## src/rtl/bootcap_pkg.sv

```systemverilog
package bootcap_pkg;
  localparam int NUM_PHASES = 3;
  localparam int PHASE_W    = 2;

  typedef enum logic [1:0] {
    ST_IDLE   = 2'd0,
    ST_CHARGE = 2'd1,
    ST_GAP    = 2'd2,
    ST_RUN    = 2'd3
  } seqState_t;

  // Strobes from control to datapath
  typedef struct packed {
    logic               cntClr;
    logic               cntRun;
    logic               chargeEn;
    logic               runEn;
    logic [PHASE_W-1:0] phaseSel;
  } seqStrobe_t;
endpackage

```

## src/rtl/bootcap_ctrl.sv

```systemverilog
module bootcap_ctrl
  import bootcap_pkg::*;
(
  input  logic       clk,
  input  logic       rstN,
  input  logic       startReq,
  input  logic       supplyOk,
  input  logic       abortReq,
  input  logic       chargeDone,
  input  logic       gapDone,
  output seqStrobe_t strobe,
  output logic       ready
);
  localparam logic [PHASE_W-1:0] LAST_PHASE = PHASE_W'(NUM_PHASES - 1);

  seqState_t          state, nxtState;
  logic [PHASE_W-1:0] phase, nxtPhase;
  logic               kill;

  assign kill = !supplyOk || abortReq;

  always_comb begin
    nxtState = state;
    nxtPhase = phase;
    case (state)
      ST_IDLE: if (startReq) begin
        nxtState = ST_CHARGE;
        nxtPhase = '0;
      end
      ST_CHARGE: if (chargeDone) nxtState = (phase == LAST_PHASE) ? ST_RUN : ST_GAP;
      ST_GAP: if (gapDone) begin
        nxtState = ST_CHARGE;
        nxtPhase = PHASE_W'(phase + 1'b1);
      end
      default: nxtState = ST_RUN;
    endcase
    if (kill) nxtState = ST_IDLE;
  end

  always_ff @(posedge clk or negedge rstN) begin
    if (!rstN) begin
      state <= ST_IDLE;
      phase <= '0;
    end else begin
      state <= nxtState;
      phase <= nxtPhase;
    end
  end

  always_comb begin
    strobe.cntClr   = (nxtState != state) || (state == ST_GAP && gapDone);
    strobe.cntRun   = (state == ST_CHARGE) || (state == ST_GAP);
    strobe.chargeEn = (state == ST_CHARGE) && !kill;
    strobe.runEn    = (state == ST_RUN) && !kill;
    strobe.phaseSel = phase;
  end
  assign ready = strobe.runEn;

  // no start leaves idle without a good supply
  p_start_needs_supply_r2: assert property (@(posedge clk) disable iff (!rstN)
    (state == ST_IDLE && !supplyOk) |=> state == ST_IDLE);
  // after a gap the next phase in order is charged
  p_phase_order_r4: assert property (@(posedge clk) disable iff (!rstN)
    (state == ST_GAP && gapDone && !kill) |=> (state == ST_CHARGE && phase == $past(phase) + 2'd1));
  // abort returns to idle
  p_abort_idle_r8: assert property (@(posedge clk) disable iff (!rstN)
    abortReq |=> state == ST_IDLE);
  // run is entered only from the last charge window
  p_run_after_w_r6: assert property (@(posedge clk) disable iff (!rstN)
    (state == ST_RUN && $past(state) != ST_RUN) |-> ($past(state) == ST_CHARGE && $past(phase) == LAST_PHASE));
endmodule

```

## src/rtl/bootcap_datapath.sv

```systemverilog
module bootcap_datapath
  import bootcap_pkg::*;
#(
  parameter int CHARGE_CYCLES = 1000,
  parameter int GAP_CYCLES    = 50
) (
  input  logic                  clk,
  input  logic                  rstN,
  input  seqStrobe_t            strobe,
  input  logic [NUM_PHASES-1:0] pwmHigh,
  input  logic [NUM_PHASES-1:0] pwmLow,
  output logic                  chargeDone,
  output logic                  gapDone,
  output logic [NUM_PHASES-1:0] gateHigh,
  output logic [NUM_PHASES-1:0] gateLow
);
  localparam int MAX_CNT = (CHARGE_CYCLES > GAP_CYCLES) ? CHARGE_CYCLES : GAP_CYCLES;
  localparam int CNT_W   = $clog2(MAX_CNT + 1);

  logic [CNT_W-1:0] cnt;

  always_ff @(posedge clk or negedge rstN) begin
    if (!rstN)             cnt <= '0;
    else if (strobe.cntClr) cnt <= '0;
    else if (strobe.cntRun) cnt <= cnt + 1'b1;
  end

  assign chargeDone = (cnt == CNT_W'(CHARGE_CYCLES - 1));
  assign gapDone    = (cnt == CNT_W'(GAP_CYCLES - 1));

  for (genvar i = 0; i < NUM_PHASES; i++) begin : g_phase
    assign gateLow[i]  = strobe.chargeEn ? (strobe.phaseSel == PHASE_W'(i))
                                         : (strobe.runEn & pwmLow[i]);
    assign gateHigh[i] = strobe.runEn & pwmHigh[i];
  end

  // the window counter never runs past its longest interval
  p_cnt_bound_r3: assert property (@(posedge clk) disable iff (!rstN)
    cnt < CNT_W'(MAX_CNT));
endmodule

```

## src/rtl/bootcap_precharge.sv

```systemverilog
module bootcap_precharge
  import bootcap_pkg::*;
#(
  parameter int CHARGE_CYCLES = 1000,
  parameter int GAP_CYCLES    = 50
) (
  input  logic       clk,
  input  logic       rstN,
  input  logic       startReq,
  input  logic       supplyOk,
  input  logic       abortReq,
  input  logic [2:0] pwmHigh,
  input  logic [2:0] pwmLow,
  output logic [2:0] gateHigh,
  output logic [2:0] gateLow,
  output logic       ready
);
  seqStrobe_t strobe;
  logic       chargeDone, gapDone;

  bootcap_ctrl u_ctrl (
    .clk(clk), .rstN(rstN), .startReq(startReq), .supplyOk(supplyOk),
    .abortReq(abortReq), .chargeDone(chargeDone), .gapDone(gapDone),
    .strobe(strobe), .ready(ready)
  );

  bootcap_datapath #(.CHARGE_CYCLES(CHARGE_CYCLES), .GAP_CYCLES(GAP_CYCLES)) u_dp (
    .clk(clk), .rstN(rstN), .strobe(strobe), .pwmHigh(pwmHigh), .pwmLow(pwmLow),
    .chargeDone(chargeDone), .gapDone(gapDone), .gateHigh(gateHigh), .gateLow(gateLow)
  );

  // no high-side request before handover
  p_no_high_precharge_r5: assert property (@(posedge clk) disable iff (!rstN)
    !ready |-> gateHigh == 3'b000);
  // one low-side phase at a time before handover
  p_single_low_r4: assert property (@(posedge clk) disable iff (!rstN)
    !ready |-> $onehot0(gateLow));
  // supply loss silences every output
  p_supply_kill_r7: assert property (@(posedge clk) disable iff (!rstN)
    !supplyOk |-> (gateLow == 3'b000 && gateHigh == 3'b000 && !ready));
endmodule

```

## config.mk

```make
export PLATFORM = sky130hd
export DESIGN_NAME = bootcap_precharge
export DESIGN_NICKNAME = d
export VERILOG_FILES = /design/src/rtl/bootcap_pkg.sv /design/src/rtl/bootcap_ctrl.sv /design/src/rtl/bootcap_datapath.sv /design/src/rtl/bootcap_precharge.sv
export SDC_FILE = /design/constraint.sdc
export NUM_CORES = 1
export LEC_CHECK = 0
export BUFFER_PORTS_ARGS = -buffer_cell sky130_fd_sc_hd__buf_2
export CORE_MARGIN = 1.5
export CORE_UTILIZATION = 38
export CTS_BUF_LIST = sky130_fd_sc_hd__clkbuf_16
export CTS_CLUSTER_SIZE = 14
export DETAILED_ROUTE_END_ITERATION = 6
export PLACE_DENSITY = 0.65
export SYNTH_ARGS = -nofsm -noshare
export SYNTH_HDL_FRONTEND = slang
export SYNTH_SLANG_ARGS = --single-unit
```

## constraint.sdc

```tcl
create_clock -name clk -period 6.08 [get_ports clk]
set_input_delay 0.304 -clock clk [delete_from_list [all_inputs] [get_ports clk]]
set_output_delay 0.304 -clock clk [all_outputs]
set_load 0.01 [all_outputs]
```

# Word-level counts from Yosys, hierarchy flattened
# Cells that the tools add are included.
[totals]
memories = 0
ramBits = 0
romBits = 0
latchBits = 0
register_bits = 14
[op_classes]
muxes = 14
reduce_logical = 13
magnitude_cmp = 0
shifts = 0
add_sub_neg = 2
n_eq_ne = 10
n_bitwise = 6
div = 0
mul = 0
[ops]
columns = ["cell", "n"]
rows = [
  ["two-way mux 10 bit", 2],
  ["two-way mux 2 bit", 6],
  ["adder 10 x 1 -> 10 bit (second input constant)", 1],
  ["equality test 10 bit (second input constant)", 1],
  ["equality test 10 x 6 -> 1 bit (second input constant)", 1],
  ["bitwise AND 1 bit", 6],
  ["equality test 2 bit (second input constant)", 3],
  ["case mux 2 bit (3 select lines)", 1],
  ["equality test 2 x 1 -> 1 bit (second input constant)", 2],
  ["logical NOT 2 bit", 2],
  ["two-way mux 1 bit", 4],
  ["case mux 2 bit (2 select lines)", 1],
  ["nonzero test 2 bit", 2],
  ["logical AND 1 bit", 3],
  ["logical OR 1 bit", 3],
  ["AND reduction 3 bit", 1],
  ["adder 2 x 1 -> 2 bit (second input constant)", 1],
  ["logical NOT 1 bit", 2],
  ["inequality test 2 x 1 -> 1 bit (second input constant)", 1],
  ["inequality test 2 bit", 1],
  ["inequality test 2 bit (second input constant)", 1],
]

# Depth between registers and ports, before layout
# Gate-level depths: netlist of run 1.
[logic_depth]
word_depth = 8
mapped_depth = 8

# By module
# A second synthesis of run 1 with hierarchy kept.
[unflattened]
cells_unflattened = 111
area_unflattened_um2 = 979.7
[modules_own_cells]
columns = ["mod", "instances", "cells_per_inst", "area_per_inst_um2"]
rows = [
  ["bootcap_datapath", 1, 69, 601.8],
  ["bootcap_ctrl", 1, 42, 377.9],
]

# Worst setup path after synthesis of run 1
# Ideal clock, no wire load.
[synth_path]
path_kind = "flip-flop to flip-flop"
from = "register u_dp.cnt[1]"
to = "register u_dp.cnt[0]"
path_stages_with_launch = 8
arrival_ns = 1.948
period_less_slack_ns = 2.092
setup_ns = 0.143
n_path_buf = 0
slack_ns = 3.988
path_cell_list = "dfrtp_1 inv_1 ha_1 or4b_4 nor4_4 o21ai_0 a2bb2oi_2 nor4_1"
[synth_between]
elab_chain_len = 7
[synth_rtl]
columns = ["item", "line", "source"]
rows = [
  ["start: declaration", "bootcap_datapath.sv:20", "logic [CNT_W-1:0] cnt;"],
  ["start signal: assignment", "bootcap_datapath.sv:25", "else if (strobe.cntRun) cnt <= cnt + 1'b1;"],
  ["equality test 10 x 6 -> 1 bit / equality test 10 bit (equally long branches)", "bootcap_datapath.sv:29, bootcap_datapath.sv:28", ""],
  ["two-way mux 2 bit (on tied branches)", "bootcap_ctrl.sv:31, bootcap_ctrl.sv:30", ""],
  ["case mux 2 bit (3 select lines)", "bootcap_ctrl.sv:25", "case (state)"],
  ["two-way mux 2 bit", "bootcap_ctrl.sv:37", "if (kill) nxtState = ST_IDLE;"],
  ["inequality test 2 bit", "bootcap_ctrl.sv:51", "strobe.cntClr = (nxtState != state) || (state == ST_GAP && gapDone);"],
  ["logical OR 1 bit *", "bootcap_ctrl.sv:51", ""],
  ["two-way mux 10 bit / nonzero test 2 bit (equally long branches)", "-", ""],
]
# Every way passes the cells marked *; elsewhere a longest branch is shown, timed or not.
# A chain may end at the register's enable or synchronous reset.

# Worst setup path in the final report of run 1
[layout_path]
from = "register u_dp.cnt[1]"
to = "register u_dp.cnt[2]"
[layout_between]
elab_chain_len = 7
[layout_rtl]
columns = ["item", "line"]
rows = [
  ["equality test 10 x 6 -> 1 bit / equality test 10 bit (equally long branches)", "bootcap_datapath.sv:29, bootcap_datapath.sv:28"],
  ["two-way mux 2 bit (on tied branches)", "bootcap_ctrl.sv:31, bootcap_ctrl.sv:30"],
  ["case mux 2 bit (3 select lines)", "bootcap_ctrl.sv:25"],
  ["two-way mux 2 bit", "bootcap_ctrl.sv:37"],
  ["inequality test 2 bit", "bootcap_ctrl.sv:51"],
  ["logical OR 1 bit", "bootcap_ctrl.sv:51"],
  ["two-way mux 10 bit / nonzero test 2 bit (equally long branches)", "-"],
]
# Parallel ways exist; a longest one is shown, timed or not. The select of a mux whose other input is x is not followed.

==> impl_metrics.json, run 1 <==
{
  "grt_pass1_wl_um": 4390,
  "fin_crit_sh": 0.404,
  "fin_crit_ns": 2.46,
  "ys_types": 38,
  "die_w_um": 56.6,
  "switchingPower_mw": 0.0596,
  "hold_class": "input port to register",
  "drt-vias-per-instance": 5.82,
  "start_util": 0.400,
  "syn-cell-area_mm2": 0.00109,
  "wirelength_um": 2490,
  "synth_area_leaders": "dfrtp_1 32%, ha_1 11%, xor2_1 4.0%, nor3_1 3.7%, nand3_1 3.2%",
  "io_pins": 18,
  "vias": 1001,
  "n_fill_cell": 258,
  "p_per_area_mw_per_mm2": 201,
  "worst_pin_slew_ns": 0.481,
  "p_comb_frac": 0.142,
  "drtIter0Drc": 36,
  "gp_congestion": 0.803,
  "antenna_found_initial": 0,
  "synth_top_cell_by_area": "dfrtp_1",
  "cp-end-kind": "register",
  "report.final.slew_viol_count": 0,
  "area_delta_synth_final_pct": 18.1,
  "hold_violations": 0,
  "crit_type": "register to register",
  "post_drt_wl_per_cell_um": 14.5,
  "clock_sinks": 14,
  "die_y_um": 56.6,
  "yosysSeqAreaShare": 0.320,
  "whs_ns": 0.464,
  "cts_resized": 0,
  "drtPass1Iterations": 4,
  "cts_tree": "built",
  "coreArea_mm2": 0.00273,
  "dp_hpwl_um": 1950,
  "worstRegToRegCells": 7,
  "io_buffers": 17,
  "crit_required_ns": 6.17,
  "grt_pass1_vias": 1021,
  "synth_warnings": 0,
  "cap_violations": 0,
  "n_antenna_cell": 0,
  "placementRows": 19,
  "synthCells": 122,
  "async_reset_ff_frac": 1.00,
  "clk_latency_ns": 0.24,
  "overflow": 0,
  "syn_avg_cell_area_um2": 8.96,
  "htree_levels": 1,
  "finalSetupViolCount": 0,
  "p_int_mw": 0.200,
  "p_leak_nw": 0.556,
  "p_sw_frac": 0.230,
  "ant_nets": 0,
  "fin_skew_ns": 0.000883,
  "synth_top_area_frac": 0.320,
  "path_clk_slew_ns": 0.04,
  "nNetsFinal": 164,
  "cts_made_buffers": 3,
  "route.detailed.drc": 0,
  "p_seq_frac": 0.399,
  "slew_headroom": 0.677,
  "cts_root_buf": "clkbuf_16",
  "setup_tns_ns": 0,
  "synthFlopType": "dfrtp_1",
  "status": "complete, no violations",
  "rsz0062_at_grt": "no",
  "fmax_ghz": 0.407,
  "track_usage": 0.170,
  "worstPathArrival_ns": 2.55,
  "holdPathStages": 4,
  "clkPwrFrac": 0.459,
  "ys_ff_latch": 14,
  "synth_nets": 143,
  "clockBufferDepth": 2,
  "ir_drop_mv": 0.119,
  "drive_gt1_frac": 0.184,
  "synth_edf_count": 0,
  "grt_max_degree": 15,
  "start_kind": "register",
  "dieArea_mm2": 0.00321,
  "cp_max_fo": 10
}
routing by layer:
metal  GRT usage  wire length [µm]
met1       0.209              1070
met2       0.312              1310
met3      0.0207                99
met4      0.0374                12
met5           0                 0
placed cells by master, fill, tap and decap left out, types with 4 or more instances in the layout:
cell type and count:
nand3_1 7, buf_2 17, nor2_1 8, o21ai_0 6
inv_1 9, dfrtp_1 14, xor2_1 5, xnor2_1 4
nor4_1 5, nor3_1 8, nand2_1 7, ha_1 10
power groups by stage:
stage / Clock, mW / Sequential (mW) / Combinational (mW)
after floorplan: 0 / 0.103 / 0.0246
after global placement: 0 / 0.104 / 0.0337
after detailed placement: 0 / 0.105 / 0.0362
after CTS: 0.122 / 0.104 / 0.0368
after global routing: 0.126 / 0.104 / 0.0417
final: 0.119 / 0.104 / 0.0368
area by class of cell:
cell class	instances	area, µm²	share of cell area
timing repair buffer	18	95.1	0.0736
sequential	14	350	0.271
multi-input combinational	97	698	0.541
inverter	9	33.8	0.0262
tap	31	38.8	0.0300
clock buffer	3	75.1	0.0581
worst max-delay path, cell delays in order (launching register included):
cell and delay (ns):
dfrtp_1 0.40, inv_1 0.07, ha_1 0.15, or4b_4 0.50
nor4_4 0.46, o21ai_0 0.17, a2bb2oi_2 0.44, nor4_1 0.13
registers in the layout, indices dropped and copies added (netlist names):
| name | cells |
|---|---|
| u_dp.cnt | 10 |
| u_ctrl.state | 2 |
| u_ctrl.phase | 2 |
cell families after synthesis:
family	Yosys count	synth area share
flops	14	0.320
mux	1	0.0103
buf+inv	11	0.0412
compound gates	23	0.153
fa+ha+maj	10	0.114
simple gates	54	0.288
xor+xnor	9	0.0721
what timing repair did:
action                                 CTS  global route
setup buffers                            0             0
endpoints found under the hold margin   14             0
hold buffers                             1             0
metrics by stage:
stage	setup WS, ns	std cells	cell area (µm²)	power, mW	util
after detailed placement	3.63	168	1210	0.141	0.441
after global routing	3.44	172	1290	0.272	0.472
final	3.62	172	1290	0.259	0.472
after global placement	3.80	168	1210	0.138	0.441
after floorplan	3.99	122	1090	0.128	-
after CTS	3.63	172	1290	0.262	0.472
path summary, 6_finish.rpt:
path | startpoint | to | slack [ns]
setup reg to reg | u_dp.cnt[1]$_DFFE_PN0P_ | u_dp.cnt[2]$_DFFE_PN0P_ | 3.62
min in group asynchronous | rstN | u_dp.cnt[7]$_DFFE_PN0P_ | 0.49
setup / recovery | u_dp.cnt[1]$_DFFE_PN0P_ | u_dp.cnt[2]$_DFFE_PN0P_ | 3.62
hold / removal | startReq | u_ctrl.phase[0]$_DFFE_PN0P_ | 0.46
max in group asynchronous | rstN | u_ctrl.phase[0]$_DFFE_PN0P_ | 5.35
hold reg to reg | u_dp.cnt[9]$_DFFE_PN0P_ | u_dp.cnt[9]$_DFFE_PN0P_ | 0.60
cell usage after synthesis, types with 3 or more instances:
cell      instances
nand2_1           7
nor2b_1           3
a21oi_1           3
nor4_1            5
xor2_1            5
inv_1             9
nor3_1            8
nor2_1            8
ha_1             10
o21ai_0           6
nand3_1           7
nand2b_1          3
xnor2_1           4
dfrtp_1          14
a22oi_1           3
and3_1            3
(Power assumes the default switching activity.)
==> inputs of run 2 (changes only) <==
--- a/config.mk
+++ b/config.mk
@@ -5,13 +5,14 @@
 export SDC_FILE = /design/constraint.sdc
 export NUM_CORES = 1
 export LEC_CHECK = 0
+export ABC_AREA = 1
 export BUFFER_PORTS_ARGS = -buffer_cell sky130_fd_sc_hd__buf_2
 export CORE_MARGIN = 1.5
 export CORE_UTILIZATION = 38
 export CTS_BUF_LIST = sky130_fd_sc_hd__clkbuf_16
 export CTS_CLUSTER_SIZE = 14
 export DETAILED_ROUTE_END_ITERATION = 6
-export PLACE_DENSITY = 0.65
+export PLACE_DENSITY = 0.67
 export SYNTH_ARGS = -nofsm -noshare
 export SYNTH_HDL_FRONTEND = slang
 export SYNTH_SLANG_ARGS = --single-unit
==> constraint.sdc (replaced) <==
create_clock -name clk -period 2.25 [get_ports clk]
set_input_delay 0.1125 -clock clk [delete_from_list [all_inputs] [get_ports clk]]
set_output_delay 0.1125 -clock clk [all_outputs]
set_load 0.01 [all_outputs]
==> impl_metrics.json, run 2 <==
{
  "status": "complete, no violations",
  "grt.met2_usage": 0.277,
  "rsz0062_at_grt": "no",
  "cp_max_fo": 10,
  "fin_crit_ns": 1.93,
  "cts_resized": 0,
  "crit_type": "register to register",
  "ys_types": 21,
  "ys_ff_latch": 14,
  "io_buffers": 17,
  "start_util": 0.394,
  "syn_avg_cell_area_um2": 7.37,
  "clock_sinks": 14,
  "area_delta_synth_final_pct": 19.9,
  "gp_congestion": 0.910,
  "top_usage_layer": "met2",
  "synth_edf_count": 0,
  "wirelength_um": 2140,
  "cp_common_cell": "nand2_1",
  "hold_end": "u_ctrl.state[1]$_DFF_PN0_",
  "syn-cell-area_mm2": 0.00107,
  "critPathMaxStageDelay_ns": 0.40,
  "vias": 944,
  "async_reset_ff_frac": 1.00,
  "synthFlopType": "dfrtp_1",
  "layout_commonest_cell": "nand2_1",
  "p_per_area_mw_per_mm2": 562,
  "crit_required_ns": 2.42,
  "reg2reg_to": "u_dp.cnt[5]$_DFFE_PN0P_",
  "synth_area_leaders": "dfrtp_1 33%, ha_1 12%, nand2_1 11%, inv_1 8.4%, nor2_2 6.4%",
  "p_leak_nw": 0.645,
  "reg2reg_from": "u_ctrl.state[0]$_DFF_PN0_",
  "rrSetupSlack_ns": 0.32,
  "whs_ns": 0.256,
  "placed_cell_area_mm2": 0.00119,
  "dieArea_mm2": 0.00314,
  "fin_area_mm2": 0.00128,
  "cp-end-kind": "register",
  "fin_crit_sh": 0.857,
  "worstPathArrival_ns": 2.10,
  "dp_hpwl_um": 1700,
  "post_drt_wl_per_cell_um": 10.8,
  "io_pins": 18,
  "finalSetupViolCount": 0,
  "cts_made_buffers": 3,
  "synth_common_cells": "30 x nand2_1, 24 x inv_1, 14 x dfrtp_1, 14 x nor2_1, 12 x nand3_1",
  "use_met1": 0.175,
  "synth_top_area_frac": 0.328,
  "largest_register": "u_dp.cnt",
  "nNetsFinal": 189,
  "path_clk_slew_ns": 0.05,
  "fin_util": 0.473,
  "worstHoldStart": "abortReq",
  "track_usage": 0.153,
  "cp_slowest_cell": "dfrtp_1",
  "setup_tns_ns": 0,
  "ir_drop_mv": 0.550,
  "worst_pin_slew_ns": 0.560,
  "start_kind": "register",
  "instances_no_fill": 198,
  "synth_nets": 166,
  "use_met3": 0.0233,
  "grt_pass1_wl_um": 3870,
  "final_cell_mix": "30 x nand2_1, 24 x inv_1, 17 x buf_2, 14 x nor2_1, 14 x dfrtp_1",
  "fin_skew_ns": 0.00385,
  "drive_gt1_frac": 0.240,
  "drt-vias-per-instance": 4.77,
  "overflow": 0,
  "yosysMostFrequentCell": "nand2_1",
  "dpl.cell_count": 193,
  "ant_nets": 0,
  "n_antenna_cell": 0,
  "htree_levels": 1,
  "hold_class": "input port to register",
  "drtIter0Drc": 29,
  "antenna_found_initial": 0,
  "die_w_um": 56.0,
  "worstRegToRegCells": 12,
  "coreArea_mm2": 0.00271,
  "synth_warnings": 0,
  "clk_latency_ns": 0.24,
  "holdPathStages": 4,
  "grt_pass1_vias": 965,
  "synthCells": 145,
  "synth_top_cell_by_area": "dfrtp_1",
  "slew_headroom": 0.625,
  "cts_root_buf": "clkbuf_16",
  "report.final.slew_viol_count": 0,
  "die_y_um": 56.0,
  "fmax_ghz": 0.518,
  "yosysSeqAreaShare": 0.328,
  "drtPass1Iterations": 4,
  "grt_max_degree": 15,
  "cts_tree": "built",
  "largest_reg_flops": 10,
  "path_cells": "inv_1 -> ha_1 -> or2_1 -> a21oi_1 -> nand2_1 -> inv_2 -> nand2_2 -> nand3_1 -> nand2_1 -> nor2_4 -> nand2_4 -> nor2_2",
  "route.detailed.drc": 0,
  "placementRows": 19,
  "reg.largest.list": "u_dp.cnt x10, u_ctrl.phase x2, u_ctrl.state x2",
  "hold_violations": 0,
  "clockBufferDepth": 2,
  "cap_violations": 0
}
run 2: changes by cell type after synthesis, sizes merged, moves of 5 or more:
cell / before / now
nand2: 7 / 34
nor2: 8 / 27
inv: 9 / 25
nor3: 8 / 0
nor4: 6 / 0
nand3: 7 / 12
run 2: kinds of logic after synthesis:
logic type / after synthesis / synth area share
AND/OR/NAND/NOR: 77 / 0.348
flip-flops: 14 / 0.328
buffers and inverters: 26 / 0.0925
AO/OA/AOI/OAI: 11 / 0.0574
adder cells (fa/ha/maj): 10 / 0.117
XOR/XNOR: 7 / 0.0574
run 2: worst max path at each step:
stage	start	endpoint	slack [ns]	cells after the start
2_1_floorplan	u_ctrl.state[0]$_DFF_PN0_	u_dp.cnt[1]$_DFFE_PN0P_	0.50	11
3_3_place_gp	u_ctrl.state[1]$_DFF_PN0_	u_dp.cnt[8]$_DFFE_PN0P_	0.42	9
3_5_place_dp	u_ctrl.state[0]$_DFF_PN0_	u_dp.cnt[3]$_DFFE_PN0P_	0.32	12
4_1_cts	u_ctrl.state[0]$_DFF_PN0_	u_dp.cnt[3]$_DFFE_PN0P_	0.32	12
5_1_grt	u_ctrl.state[0]$_DFF_PN0_	u_dp.cnt[2]$_DFFE_PN0P_	0.12	12
6_report	u_ctrl.state[0]$_DFF_PN0_	u_dp.cnt[5]$_DFFE_PN0P_	0.32	12
run 2: per-layer routing:
metal  wire, µm  share of wire
met4         54          0.025
met3         95          0.044
met1        912           0.43
met2       1080           0.50
met5          0              0
run 2: critical path: cells and delay by family, from the launching register on:
family / cells / cell delay, ns
AO/OA/AOI/OAI: 1 / 0.12
adder cells (fa/ha/maj): 1 / 0.26
buffers and inverters: 2 / 0.20
flip-flops: 1 / 0.40
AND/OR/NAND/NOR: 8 / 0.88
run 2: where the power goes:
part | internal, mW | switching, mW | leakage (nW) | total (mW)
registers | 0.266 | 0.0153 | 0.193 | 0.281
logic | 0.0419 | 0.0611 | 0.414 | 0.103
clock network | 0.235 | 0.101 | 0.0385 | 0.336
total | 0.543 | 0.178 | 0.645 | 0.720
run 2: metrics by stage:
step                total power, mW  worst slack (ns)
CTS                           0.730             0.315
detailed placement            0.388             0.323
floorplan                     0.358             0.504
finish                        0.720             0.321
global placement              0.384             0.418
global route                  0.761             0.122
run 2: final cells by class:
class	instances	area (µm²)
fill	277	1430
multi-input combinational	105	619
sequential	14	350
inverter	26	98.8
timing repair buffer	18	95.1
clock buffer	3	75.1
tap	31	38.8
clock inverter	1	3.75
run 2: what timing repair did:
action | CTS | global route
hold buffers | 1 | 0
endpoints found under the hold margin | 14 | 0
buffers inserted | 0 | 0
==> inputs of run 3 (changes only) <==
--- a/config.mk
+++ b/config.mk
@@ -12,7 +12,7 @@
 export CTS_BUF_LIST = sky130_fd_sc_hd__clkbuf_16
 export CTS_CLUSTER_SIZE = 14
 export DETAILED_ROUTE_END_ITERATION = 6
-export PLACE_DENSITY = 0.67
+export PLACE_DENSITY = 0.63
 export SYNTH_ARGS = -nofsm -noshare
 export SYNTH_HDL_FRONTEND = slang
 export SYNTH_SLANG_ARGS = --single-unit
==> impl_metrics.json, run 3 (same netlist as run 2, synthesis figures left out) <==
{
  "drtIter0Drc": 32,
  "overflow": 0,
  "clk_latency_ns": 0.25,
  "clock_sinks": 14,
  "die_y_um": 56.0,
  "rrSetupSlack_ns": 0.29,
  "htree_levels": 1,
  "finalSetupViolCount": 0,
  "worstPathArrival_ns": 2.13,
  "p_per_area_mw_per_mm2": 567,
  "fin_crit_ns": 1.96,
  "cp_common_cell": "nand2_1",
  "report.final.slew_viol_count": 0,
  "nNetsFinal": 189,
  "drt-vias-per-instance": 4.72,
  "critPathMaxStageDelay_ns": 0.39,
  "start_util": 0.394,
  "vias": 934,
  "cp_slowest_cell": "dfrtp_1",
  "largest_register": "u_dp.cnt",
  "hold_class": "input port to register",
  "path_clk_slew_ns": 0.05,
  "cts_root_buf": "clkbuf_16",
  "start_kind": "register",
  "dieArea_mm2": 0.00314,
  "p_leak_nw": 0.645,
  "crit_required_ns": 2.42,
  "status": "complete, no violations",
  "n_antenna_cell": 0,
  "cts_tree": "built",
  "worst-path-buf-inv": 2,
  "layout_commonest_cell": "nand2_1",
  "cp_top_family": "simple AND/OR/NAND/NOR gates",
  "final_cell_mix": "30 x nand2_1, 24 x inv_1, 17 x buf_2, 14 x nor2_1, 14 x dfrtp_1",
  "setup_tns_ns": 0,
  "placementRows": 19,
  "io_pins": 18,
  "reg.largest.list": "u_dp.cnt x10, u_ctrl.phase x2, u_ctrl.state x2",
  "use_met1": 0.193,
  "fin_skew_ns": 0.00367,
  "ant_nets": 0,
  "grt.met2_usage": 0.266,
  "worst_pin_slew_ns": 0.508,
  "post_drt_wl_per_cell_um": 10.6,
  "grt_pass1_wl_um": 3840,
  "io_buffers": 17,
  "cp_max_fo": 10,
  "finalPower_mw": 0.727,
  "route.detailed.drc": 0,
  "dp_hpwl_um": 1720,
  "cap_violations": 0,
  "grt_pass1_vias": 909,
  "hold_violations": 0,
  "crit_type": "register to register",
  "antenna_found_initial": 0,
  "fmax_ghz": 0.511,
  "path_cells": "inv_1 -> ha_1 -> or2_1 -> a21oi_1 -> nand2_1 -> inv_2 -> nand2_2 -> nand3_1 -> nand2_1 -> nor2_4 -> nand2_4 -> nor2_2",
  "gp_congestion": 0.851,
  "die_w_um": 56.0,
  "top_usage_layer": "met2",
  "largest_reg_flops": 10,
  "drtPass1Iterations": 4,
  "cts_resized": 0,
  "ir_drop_mv": 0.470,
  "fin_crit_sh": 0.870,
  "use_met3": 0.0209,
  "track_usage": 0.155,
  "grt_max_degree": 15,
  "coreArea_mm2": 0.00271,
  "drive_gt1_frac": 0.240,
  "cp-end-kind": "register",
  "n_fill_cell": 287,
  "wirelength_um": 2100,
  "clockBufferDepth": 2,
  "cts_made_buffers": 3,
  "rsz0062_at_grt": "no",
  "slew_headroom": 0.660,
  "whs_ns": 0.258,
  "area_delta_synth_final_pct": 19.9
}
## run 3: worst paths after layout
| path | start | to | cells past startpoint |
|---|---|---|---|
| setup / recovery | u_ctrl.state[0]$_DFF_PN0_ | u_dp.cnt[1]$_DFFE_PN0P_ | 12 |
| hold / removal | abortReq | u_ctrl.state[1]$_DFF_PN0_ | 4 |
| setup reg to reg | u_ctrl.state[0]$_DFF_PN0_ | u_dp.cnt[1]$_DFFE_PN0P_ | 12 |
| hold reg to reg | u_ctrl.phase[1]$_DFFE_PN0P_ | u_ctrl.phase[1]$_DFFE_PN0P_ | 2 |
| max in group asynchronous | rstN | u_ctrl.phase[0]$_DFFE_PN0P_ | 2 |
| min in group asynchronous | rstN | u_dp.cnt[6]$_DFFE_PN0P_ | 2 |
## run 3: what timing repair did
action,4_1_cts,5_1_grt
setup buffers,0,0
setup endpoints to repair,0,0
hold endpoints to repair,14,0
hold buffers,1,0
## run 3: worst register-to-register path, stage by stage (launching register included)
cell and delay [ns]:
dfrtp_1 0.39, inv_1 0.14, ha_1 0.27, or2_1 0.26, a21oi_1 0.14, nand2_1 0.08, inv_2 0.06, nand2_2 0.05
nand3_1 0.06, nand2_1 0.09, nor2_4 0.11, nand2_4 0.12, nor2_2 0.11
## run 3: area by class of cell
cell class,instances,area [µm²],area share
Clock buffer,3,75.1,0.0586
Clock inverter,1,3.75,0.00293
Inverter,26,98.8,0.0771
Multi-Input combinational cell,105,619,0.483
Sequential cell,14,350,0.273
Tap cell,31,38.8,0.0303
Timing Repair Buffer,18,95.1,0.0742
## run 3: report_power, final
| group | internal [mW] | switching, mW |
|---|---|---|
| logic | 0.0432 | 0.0640 |
| registers | 0.266 | 0.0160 |
| clock network | 0.235 | 0.102 |
## run 3: per-stage QoR
| stage | cell area [µm²] | utilization | setup WS [ns] | instances |
|---|---|---|---|---|
| detailed placement | 1190 | 0.440 | 0.295 | 193 |
| CTS | 1280 | 0.473 | 0.276 | 198 |
| global placement | 1190 | 0.440 | 0.367 | 193 |
| floorplan | 1070 | - | 0.504 | 145 |
| finish | 1280 | 0.473 | 0.293 | 198 |
| global route | 1280 | 0.473 | 0.129 | 198 |
## run 3: routing by layer
metal  up-vias  share of wire
met5         -              0
met4         0          0.020
met3         5          0.055
met2        29           0.47
met1       406           0.45
li1        494              -
